`config.mk`:
```
export PLATFORM = sky130hd
export DESIGN_NAME = mul8_frac_unit
export DESIGN_NICKNAME = d
export VERILOG_FILES = /design/src/rtl/mulfx_pkg.sv /design/src/rtl/mulfx_extend.sv /design/src/rtl/mulfx_core.sv /design/src/rtl/mul8_frac_unit.sv
export SDC_FILE = /design/constraint.sdc
export NUM_CORES = 1
export LEC_CHECK = 0
export ABC_AREA = 1
export CORE_ASPECT_RATIO = 0.8
export CORE_MARGIN = 3
export CORE_UTILIZATION = 45
export DETAILED_ROUTE_END_ITERATION = 7
export DONT_BUFFER_PORTS = 1
export PLACE_DENSITY = 0.74
export RECOVER_POWER = 25
export SLEW_MARGIN = 20
export SYNTH_ARGS = -nofsm -noshare
export SYNTH_HDL_FRONTEND = slang
export SYNTH_SLANG_ARGS = --single-unit
export TNS_END_PERCENT = 50
```
`constraint.sdc`:
```
create_clock -name clk_i -period 4.8 [get_ports clk_i]
set_input_delay 0.24 -clock clk_i [delete_from_list [all_inputs] [get_ports clk_i]]
set_output_delay 0.24 -clock clk_i [all_outputs]
set_load 0.02 [all_outputs]
```
`src/rtl/mulfx_pkg.sv`:
```
package mulfx_pkg;

    typedef enum logic [1:0] {
        MODE_UNS_UNS = 2'd0,
        MODE_SGN_SGN = 2'd1,
        MODE_SGN_UNS = 2'd2,
        MODE_ALIAS_U = 2'd3
    } mul_mode_e;

    // Rd is signed in the fully signed and the mixed mode
    function automatic logic rd_is_signed(input logic [1:0] mode);
        return (mode == MODE_SGN_SGN) || (mode == MODE_SGN_UNS);
    endfunction

    // Rr is signed only in the fully signed mode
    function automatic logic rr_is_signed(input logic [1:0] mode);
        return (mode == MODE_SGN_SGN);
    endfunction

endpackage

```
`src/rtl/mulfx_extend.sv`:
```
// Widens an operand by one bit, with sign or zero fill.
module mulfx_extend #(
    parameter int unsigned W = 8
) (
    input  logic         sgn_i,
    input  logic [W-1:0] val_i,
    output logic [W:0]   ext_o
);
    always_comb begin
        ext_o = {sgn_i & val_i[W-1], val_i};
    end
endmodule

```
`src/rtl/mulfx_core.sv`:
```
// Signed multiply of widened operands, fractional scaling and flag values.
module mulfx_core #(
    parameter int unsigned W = 8
) (
    input  logic [W:0]     a_i,
    input  logic [W:0]     b_i,
    input  logic           frac_i,
    output logic [2*W-1:0] res_o,
    output logic           z_o,
    output logic           c_o
);
    localparam int unsigned PW   = 2 * W;
    localparam int unsigned FULL = 2 * W + 2;

    logic signed [FULL-1:0] full_p;
    logic        [PW-1:0]   raw_p;

    always_comb begin
        full_p = $signed(a_i) * $signed(b_i);
        raw_p  = full_p[PW-1:0];
        c_o    = raw_p[PW-1];
        res_o  = frac_i ? {raw_p[PW-2:0], 1'b0} : raw_p;
        z_o    = (res_o == '0);
    end
endmodule

```
`src/rtl/mul8_frac_unit.sv`:
```
module mul8_frac_unit #(
    parameter int unsigned OP_W = 8
) (
    input  logic                 clk_i,
    input  logic                 rst_ni,
    input  logic                 start_i,
    input  logic [1:0]           mode_i,
    input  logic                 frac_i,
    input  logic [OP_W-1:0]      rd_i,
    input  logic [OP_W-1:0]      rr_i,
    output logic [2*OP_W-1:0]    prod_o,
    output logic                 z_o,
    output logic                 c_o,
    output logic                 done_o
);
    import mulfx_pkg::*;

    localparam int unsigned PW = 2 * OP_W;
    localparam int unsigned XW = OP_W + 1;
    localparam int unsigned NOPS = 2;

    typedef struct packed {
        logic          s1_vld;
        logic [XW-1:0] a_ext;
        logic [XW-1:0] b_ext;
        logic          frac;
        logic [PW-1:0] prod;
        logic          z;
        logic          c;
        logic          done;
    } mul_state_t;

    mul_state_t st_d, st_q;

    logic [OP_W-1:0] op_raw [NOPS];
    logic            op_sgn [NOPS];
    logic [XW-1:0]   op_ext [NOPS];

    always_comb begin
        op_raw[0] = rd_i;
        op_raw[1] = rr_i;
        op_sgn[0] = rd_is_signed(mode_i);
        op_sgn[1] = rr_is_signed(mode_i);
    end

    for (genvar g = 0; g < NOPS; g++) begin : g_ext
        mulfx_extend #(.W(OP_W)) u_ext (
            .sgn_i (op_sgn[g]),
            .val_i (op_raw[g]),
            .ext_o (op_ext[g])
        );
    end

    logic [PW-1:0] core_res;
    logic          core_z;
    logic          core_c;

    mulfx_core #(.W(OP_W)) u_core (
        .a_i    (st_q.a_ext),
        .b_i    (st_q.b_ext),
        .frac_i (st_q.frac),
        .res_o  (core_res),
        .z_o    (core_z),
        .c_o    (core_c)
    );

    logic accept;

    always_comb begin
        st_d   = st_q;
        accept = start_i && !st_q.s1_vld;

        st_d.s1_vld = accept;
        if (accept) begin
            st_d.a_ext = op_ext[0];
            st_d.b_ext = op_ext[1];
            st_d.frac  = frac_i;
        end

        st_d.done = st_q.s1_vld;
        if (st_q.s1_vld) begin
            st_d.prod = core_res;
            st_d.z    = core_z;
            st_d.c    = core_c;
        end
    end

    always_ff @(posedge clk_i or negedge rst_ni) begin
        if (!rst_ni) begin
            st_q <= '0;
        end else begin
            st_q <= st_d;
        end
    end

    assign prod_o = st_q.prod;
    assign z_o    = st_q.z;
    assign c_o    = st_q.c;
    assign done_o = st_q.done;

endmodule

```
# Word-level counts from Yosys, hierarchy flattened
# Cells that the tools add are included.
# Widths: inputs -> output; s select.
[totals]
reg_bits = 39
inputBits = 22
output_inout_bits = 19
elab_cells = 18
[classes]
n_mul = 1
eq_ne = 2
muxes = 1
n_bitwise = 2
reduce_logical = 4
[ops]
columns = ["operator", "n"]
rows = [
  ["$logic_not 16->1", 1],
  ["$mul 9x9->16", 1],
  ["$mux 16", 1],
  ["$and 1x1->1", 2],
  ["$eq 2x1->1 const B", 1],
  ["$eq 2x2->1 const B", 1],
  ["$logic_and 1x1->1", 1],
  ["$logic_not 1->1", 1],
  ["$logic_or 1x1->1", 1],
]

# Longest topological paths before layout
# Gate-level depths: netlist of the first run.
[logic_depth]
word_depth = 3
mapped_depth = 27
ltp_nobuf = 26

# Hierarchy
# From an unflattened synthesis of the first run, not the netlist that was laid out.
[hier_totals]
hier_cells = 702
area_unflattened_um2 = 5203.7
[modules_own_cells]
columns = ["mod", "instances", "cells_each", "area_per_inst_um2", "seq_area_each_um2"]
rows = [
  ["mulfx_core", 1, 500, 3335.7, 0.0],
  ["mul8_frac_unit", 1, 182, 1732.9, 975.9],
  ["mulfx_extend", 2, 10, 67.6, 0.0],
]

# Least setup slack after synthesis of the first run
# Ideal clock, no wire load.
[synth_path]
kind = "register -> register"
startpoint = "reg st_q[29] (netlist name)"
endpoint = "reg st_q (netlist bit z_o)"
setup_ns = 0.066
t_arrival_ns = 4.537
required_time_ns = 4.734
setup_slack_ns = 0.197
path_stages_with_launch = 21
path_buffers = 1
synth_period_minus_slack_ns = 4.603
path_cell_list = "dfrtp_1 > buf_2 > or2_2 > fa_1 > fa_1 > inv_1 > fa_1 > fa_1 > fa_1 > ha_1 > a21oi_1 > nand2_1 > nand2_1 > nand3_1 > nand3_1 > nand2_1 > nor2_1 > nand2_1 > nor2_1 > nand2_1 > nand2_1"
[synth_via]
elab_chain_len = 3
[synth_lines]
columns = ["element", "line_no", "source"]
rows = [
  ["start, declared", "mul8_frac_unit.sv:33", "mul_state_t st_d, st_q;"],
  ["start signal, assigned", "mul8_frac_unit.sv:92", "st_q <= st_d;"],
  ["$mul 9x9->16", "mulfx_core.sv:19", "full_p = $signed(a_i) * $signed(b_i);"],
  ["$mux 16", "mulfx_core.sv:22", "res_o = frac_i ? {raw_p[PW-2:0], 1'b0} : raw_p;"],
  ["$logic_not 16->1", "mulfx_core.sv:23", "z_o = (res_o == '0);"],
]
# Every way passes these cells.
# A chain may end at the register's enable or synchronous reset.

# Worst setup path in the final report of the first run
# Ends and elaborated chain as after synthesis.

==> metrics.md, run 1 <==
| Metric | Value |
|---|---|
| Vias in the first global route | between 3,000 and 4,000 |
| GRT Resource Usage Total | between 10% and 20% |
| Final-report max-slew violation count | 40 |
| CTS tree | done |
| Setup TNS | 0 ns |
| Drt first-iter violations | 274 |
| Worst skew pair latency | between 0.2 and 0.3 ns |
| Nets@finish | 750 |
| Drt pass-1 iters | 5 |
| Mapped Area | 0.00483 sq mm |
| Area growth syn-to-layout | 7.54% |
| Post-synth EDFFs | 0 |
| Die Ht | 98.6 um |
| Kind of end point of the critical path | flip-flop |
| CORE AREA | 0.0104 sq mm |
| Die width | 122 um |
| WHS | between 0.05 and 0.06 ns |
| Min cycle time layout | approximately 4.6 ns |
| Cell mode on critical path | nand2_1 |
| Hold violation total from the final report | 0 |
| Period utilization | approximately 95% |
| Die Footprint | 0.0120 sq mm |
| #FFs+latches synth | 39 |
| Critical R2R Launch | st_q[29] |
| Synth area leaders | fa_1 26%, dfrtp_1 20%, nand2_1 17% |
| Remaining global-route overflow | 0 |
| CP startpoint kind | flip-flop |
| Worst setup startpoint | st_q[29] |
| Dpl hpwl | 8680 um |
| Post-Syn Nets | 763 |
| Placer's final routability congestion estimate | 0.889 |
| DRC violations left | 0 |
| Ys async rst share | 100% |
| Hold Crit Class | in -> reg |
| Max Fanout on Critical Path | 7 |
| Layout cells sized above 1 | 9.97% |
| LEAKAGE | 2.99 nW |
| Yosys cell types | 27 |
| Power Dens Cells | about 650 mW/mm^2 |
| Final ANT Viol Nets | 0 |
| Number of port buffers | 0 |
| Io pins | a little over 40 |
| Largest net degree at the start of global routing | 40 |
| CP Depth | 20 |
| ANT cells | 0 |
| Crit Reg-Reg Endpoint | z_o |
| Final wirelength | 10,400 um |
| Avg Inst Size Synth | 7.50 sq um |
| Clock sink count | 39 |
| Relative slew slack | -38.8% |
| Peak supply drop | 0.359 mV |
| Measured slew at the worst slew-check pin | 2.08 ns |
| Synth top area share | 26.1% |
| YS warnings | 0 |
| Worst EP arrival | 4.77 ns |
| MaxCap Viol Count | 1 |
| Vias | 3,767 |
| Setup Skew | ~0.0054 ns |
| Final setup fails | 0 |
| Clock-pin slew on the worst setup and hold paths | 0.06 ns |
| Status | complete, but fails checks |
| Clk buf depth | 2 |
| Sequential-to-total area share from yosys stat | 20.2% |
| CP Cell Sequence | or2_2 > fa_1 > fa_1 > inv_1 > fa_1 > fa_1 > fa_1 > ha_4 > nand2_2 > nor2_4 > nand2_1 > nand4_1 > nand3_1 > nand2_1 > nand2_1 > nor2_1 > nand2_1 > nor2_1 > nand2_1 > nand2_1 |
| Num rows | 33 |
| First-pass GRT wire length | 17,900 um |
| Synth Instances | between 600 and 700 |
| Initial Utilization | 46.6% |
| Most numerous cell in the Yosys netlist | nand2_1 |
| Area leader, netlist | fa_1 |
| CP max stage delay | 0.54 ns |
| Power, Total | 0.00336 W |
| Initial antenna violation count | 0 |
| Ys flop type | dfrtp_1 |
| Worst path required time | between 5 and 6 ns |
| Clock root buffer | clkbuf_16 |
| CP endpoint | z_o |
| Via density | 4.88 |
| Top cells by count, synth | 223 x nand2_1, 133 x inv_1, 63 x fa_1 |
| Routed wire per std cell | around 14 um |
| CTS buffer count | 5 |
| FMAX | 220 MHz |
| R2r worst-path depth | 20 |
| RSZ-0062 raised after global routing | yes |
| CP Buf/Inv Count | 1 |
| Crit path max-delay cell type | fa_1 |
| Setup CP Type | reg -> reg |
| Failing checks | max-capacitance violations, max-slew violations |
| H-tree levels | 2 |
| CP top delay family | adder cells |
| Worst reg2reg setup slack | 0.25 ns |
## how the worst min path moves through the flow
stage | start | endpoint | slack (ns) | cells past startpoint
after CTS | rr_i[5] | st_q[25] | 0.05 | 2
after global routing | rr_i[1] | st_q[21] | 0.06 | 2
after global placement | rst_ni | c_o | -0.05 | 0
after floorplan | rst_ni | c_o | -0.06 | 0
after detailed placement | rst_ni | c_o | -0.05 | 0
final | rr_i[5] | st_q[25] | 0.06 | 2
## layout make-up
class,instances,area (sq um)
fill,998,5170
multi-input combinational,428,3200
sequential,39,988
inverter,134,505
timing repair buffer,23,184
tap,140,175
clock buffer,6,129
clock inverter,2,12.5
## logic make-up after synthesis
group	Yosys count	synth area share (%)
simple gates	296	24.8
buf+inv	177	15.8
fa+ha+maj	97	34.9
flops	39	20.2
compound gates	30	3.40
xor+xnor	5	0.907
## cells in the final DEF (no fill, tap or decap), drive strengths merged
cell type	synthesis	layout
buf	29	21
clkbuf	14	7
o21bai	1	1
clkinv	0	1
inv	134	134
dfrtp	39	39
fa	63	63
or2	3	3
nand4	2	2
a31oi	6	6
nand3	34	34
xor2	2	2
ha	34	34
o21ai	16	16
nand2	225	225
nand3b	4	4
o22ai	1	1
xnor2	3	3
clkinvlp	0	1
a21oi	5	5
dlygate4sd3	0	1
nor2	28	28
o21a	1	1
## sequential cells by signal, summed over array words and instances, names as in the netlist
| register | flops |
|---|---|
| c_o | 1 |
| z_o | 1 |
| done_o | 1 |
| prod_o | 16 |
| st_d | 1 |
| st_q | 19 |
## stage by stage
| stage | util, % | instance area [sq um] | setup slack (ns) | std cells |
|---|---|---|---|---|
| floorplan | - | 4830 | 0.197 | 644 |
| global placement | 47.3 | 4900 | 0.141 | 761 |
| detailed placement | 47.3 | 4900 | 0.0839 | 761 |
| CTS | 48.9 | 5070 | 0.0632 | 771 |
| global route | 50.1 | 5190 | -0.0954 | 772 |
| finish | 50.1 | 5190 | 0.249 | 772 |
## repair_timing
item,CTS,global route
hold buffers,2,0
endpoints found under the setup margin,0,6
resized for setup,0,30
setup buffers,0,1
hold endpoints to repair,39,0
## power breakdown
part | leakage, nW | switching (W) | internal [W]
Sequential | 0.466 | 0.000160 | 0.000416
Combinational | 2.45 | 0.00145 | 0.00101
Clock | 0.0669 | 0.000134 | 0.000192
Total | 2.99 | 0.00175 | 0.00162
## metal layers
layer | routed length (um) | global-route usage, % | up-vias
met1 | 4970 | 27.3 | 1770
met3 | 757 | 4.13 | 11
met2 | 4590 | 28.0 | 131
met4 | 102 | 3.79 | 0
li1 | - | - | 1855
met5 | 0 | 0 | -
(Power assumes the default switching activity.)
==> inputs of run 2 (changes only) <==
Settings changed: ABC_AREA 1 to default, CORE_UTILIZATION 45 to 35, PLACE_DENSITY 0.74 to 0.63.
==> run 2 against run 1 <==
The run ends with max-capacitance violations, max-slew violations, negative setup slack left; highest routed layer is now met5; synthesized cell count fell by 27%; die area rose by 19%; maximum frequency fell by 8.3%; via count fell by 10%.
==> metrics.md, run 2 <==
| Metric | Value |
|---|---|
| CP Cell Sequence | nand2b_4 > fa_1 > fa_1 > inv_2 > fa_1 > fa_1 > fa_2 > ha_4 > and3_4 > a311oi_2 > a211oi_2 > or3_4 > and2_4 > o41ai_4 |
| Synth Instances | between 400 and 500 |
| Clock root buffer | clkbuf_16 |
| #FFs+latches synth | 39 |
| Setup ws final | -0.162 ns |
| Max FFs per register | 19 |
| Clock sink count | 39 |
| Avg Inst Size Synth | 9.61 sq um |
| FMAX | 202 MHz |
| MaxCap Viol Count | 1 |
| Final wirelength | 10,800 um |
| Sequential-to-total area share from yosys stat | 21.6% |
| Crit path max-delay cell type | fa_2 |
| Fillcell total | roughly 1,100 |
| Failing checks | max-capacitance violations, max-slew violations, negative setup slack |
| Initial Utilization | a little over a third |
| Placer's final routability congestion estimate | 0.907 |
| Layout cells sized above 1 | approximately 32% |
| Most common library cell in the layout ignoring fill and taps | inv_1 |
| Worst EP arrival | 5.14 ns |
| Placed cell count | 663 |
| Die Ht | between 100 and 150 um |
| ANT cells | 0 |
| CTS tree | done |
| Ys async rst share | 100% |
| Yosys cell types | 39 |
| Synth top area share | 27.9% |
| Final ANT Viol Nets | 0 |
| Vias | approximately 3,400 |
| Post-Syn Nets | 590 |
| Clk buf depth | 2 |
| Initial antenna violation count | 3 |
| Dpl hpwl | 8410 um |
| WHS | 0.0806 ns |
| RSZ-0062 raised after global routing | yes |
| Drt pass-1 iters | 5 |
| Largest Register | st_q |
| Routed wire per std cell | 15.7 um |
| Drt first-iter violations | 214 |
| First-pass GRT wire length | approximately 18,000 um |
| Area leader, netlist | fa_1 |
| Period utilization | 103% |
| Fin cells | roughly 690 |
| CP endpoint | z_o |
| Worst skew pair latency | 0.29 ns |
| Setup CP Type | reg -> reg |
| Kind of end point of the critical path | flip-flop |
| Sequential cell area | 992 sq um |
| Measured slew at the worst slew-check pin | 2.29 ns |
| Nets@finish | 636 |
| Number of port buffers | 0 |
| Area growth syn-to-layout | 24.1% |
| Mapped Area | 0.00453 sq mm |
| Vias in the first global route | between 3,000 and 4,000 |
| CP max stage delay | 0.57 ns |
| Largest net degree at the start of global routing | 40 |
| Io pins | 41 |
| Multi-input gate area | approximately 0.0033 sq mm |
| Ys flop type | dfrtp_1 |
| Most numerous cell in the Yosys netlist | inv_1 |
| Crit Reg-Reg Endpoint | z_o |
| YS warnings | 0 |
| Setup Skew | 0.00550 ns |
| Critical R2R Launch | st_q[29] |
| Final setup fails | 3 |
| Max Fanout on Critical Path | 6 |
| CORE AREA | about 0.012 sq mm |
| Worst setup startpoint | st_q[29] |
| Via density | 4.90 |
| Min cycle time layout | ~5 ns |
| CP startpoint kind | flip-flop |
| Post-synth EDFFs | 0 |
| Cell mode on critical path | fa_1 |
| Hold Crit Class | in -> reg |
| CTS buffer count | 5 |
| Clock-pin slew on the worst setup and hold paths | ~0.060 ns |
| Status | complete, but fails checks |
| Relative slew slack | -52.7% |
| R2r worst-path depth | 14 |
| Final-report max-slew violation count | 40 |
| Die width | 133 um |
| Remaining global-route overflow | 0 |
| Top cells by count, synth | 76 x inv_1, 63 x fa_1, 57 x nand2_1 |
| Worst reg2reg setup slack | -0.16 ns |
| GRT Resource Usage Total | 16.1% |
| H-tree levels | 2 |
| Synth area leaders | fa_1 28%, dfrtp_1 22%, ha_1 9.4% |
| DRC violations left | 0 |
| Die Footprint | 0.0143 sq mm |
| Most frequent cells in the layout | 73 x inv_1, 72 x buf_4, 58 x fa_1, 50 x nand2_1, 29 x and2_1 |
| Worst path required time | approximately 5 ns |
| Hold violation total from the final report | 0 |
| Num rows | 36 |
run 2: cell types whose count changed after synthesis, sizes merged, moves of 9 or more:
cell | previous run | this run
and2 | 0 | 31
nand3 | 34 | 3
nand2 | 225 | 57
mux2 | 0 | 19
nor2 | 28 | 19
clkbuf | 14 | 25
buf | 29 | 17
xnor2 | 3 | 16
inv | 134 | 76
run 2: final cells by class:
class                   count  share of cell area, %
repair buffers             81                   11.3
inverters                  76                   5.08
clock buffers               6                   2.30
well taps                 171                   3.81
flip-flops and latches     39                   17.7
clock inverters             2                  0.223
multi-input cells         314                   59.6
run 2: timing repair:
item,CTS,global route
buffers inserted,11,6
endpoints found under the hold margin,39,0
cloned,0,0
pin swaps,45,26
hold buffers,2,0
endpoints found under the setup margin,5,7
gates resized for setup,58,13
run 2: layer usage:
layer,vias to the layer above,GRT usage (%),routed length (um)
met5,-,0,32
met4,6,2.94,124
met3,19,4.49,797
met2,97,25.5,4920
met1,1701,22.3,4930
li1,1551,-,-
run 2: per-stage QoR:
stage | setup TNS (ns) | utilization, % | setup slack, ns | cell area, sq um
after global placement | -0.484 | 40.5 | -0.181 | 5020
after detailed placement | -0.921 | 40.5 | -0.336 | 5020
after floorplan | 0 | - | 0.00475 | 4580
after CTS | -0.367 | 44.7 | -0.285 | 5530
after global routing | -1.29 | 45.3 | -0.312 | 5610
final | -0.415 | 45.3 | -0.162 | 5610
run 2: kinds of logic (layout without fill, tap and decap cells):
| logic type | count (synthesis) | in the layout | share of synthesized area (%) |
|---|---|---|---|
| AOI/OAI and AO/OA | 46 | 46 | 6.88 |
| xor gates and xnor gates | 18 | 18 | 3.48 |
| adders and majority gates | 97 | 97 | 37.3 |
| buffers and inverters | 118 | 165 | 11.1 |
| DFF | 39 | 39 | 21.6 |
| muxes | 27 | 27 | 6.50 |
| and+or+nand+nor | 126 | 126 | 13.2 |
run 2: worst max-delay path: cells and delay by family (launching register included):
| kind | cells | cell delay [ns] |
|---|---|---|
| simple gates | 4 | 0.80 |
| fa+ha+maj | 6 | 2.86 |
| compound gates | 3 | 0.77 |
| flops | 1 | 0.38 |
| buf+inv | 1 | 0.04 |
run 2: worst min-delay path by stage:
stage / start / depth (start not counted) / to
after global routing: rr_i[3] / 1 / st_q[23]
after CTS: frac_i / 2 / st_q[19]
after global placement: rst_ni / 0 / st_q[36]
after detailed placement: rst_ni / 0 / st_q[37]
after floorplan: rst_ni / 0 / c_o
final: frac_i / 2 / st_q[19]
Power of run 2 is not shown: default switching activity piles up to over one toggle a cycle in this logic, so the estimate is an artifact.
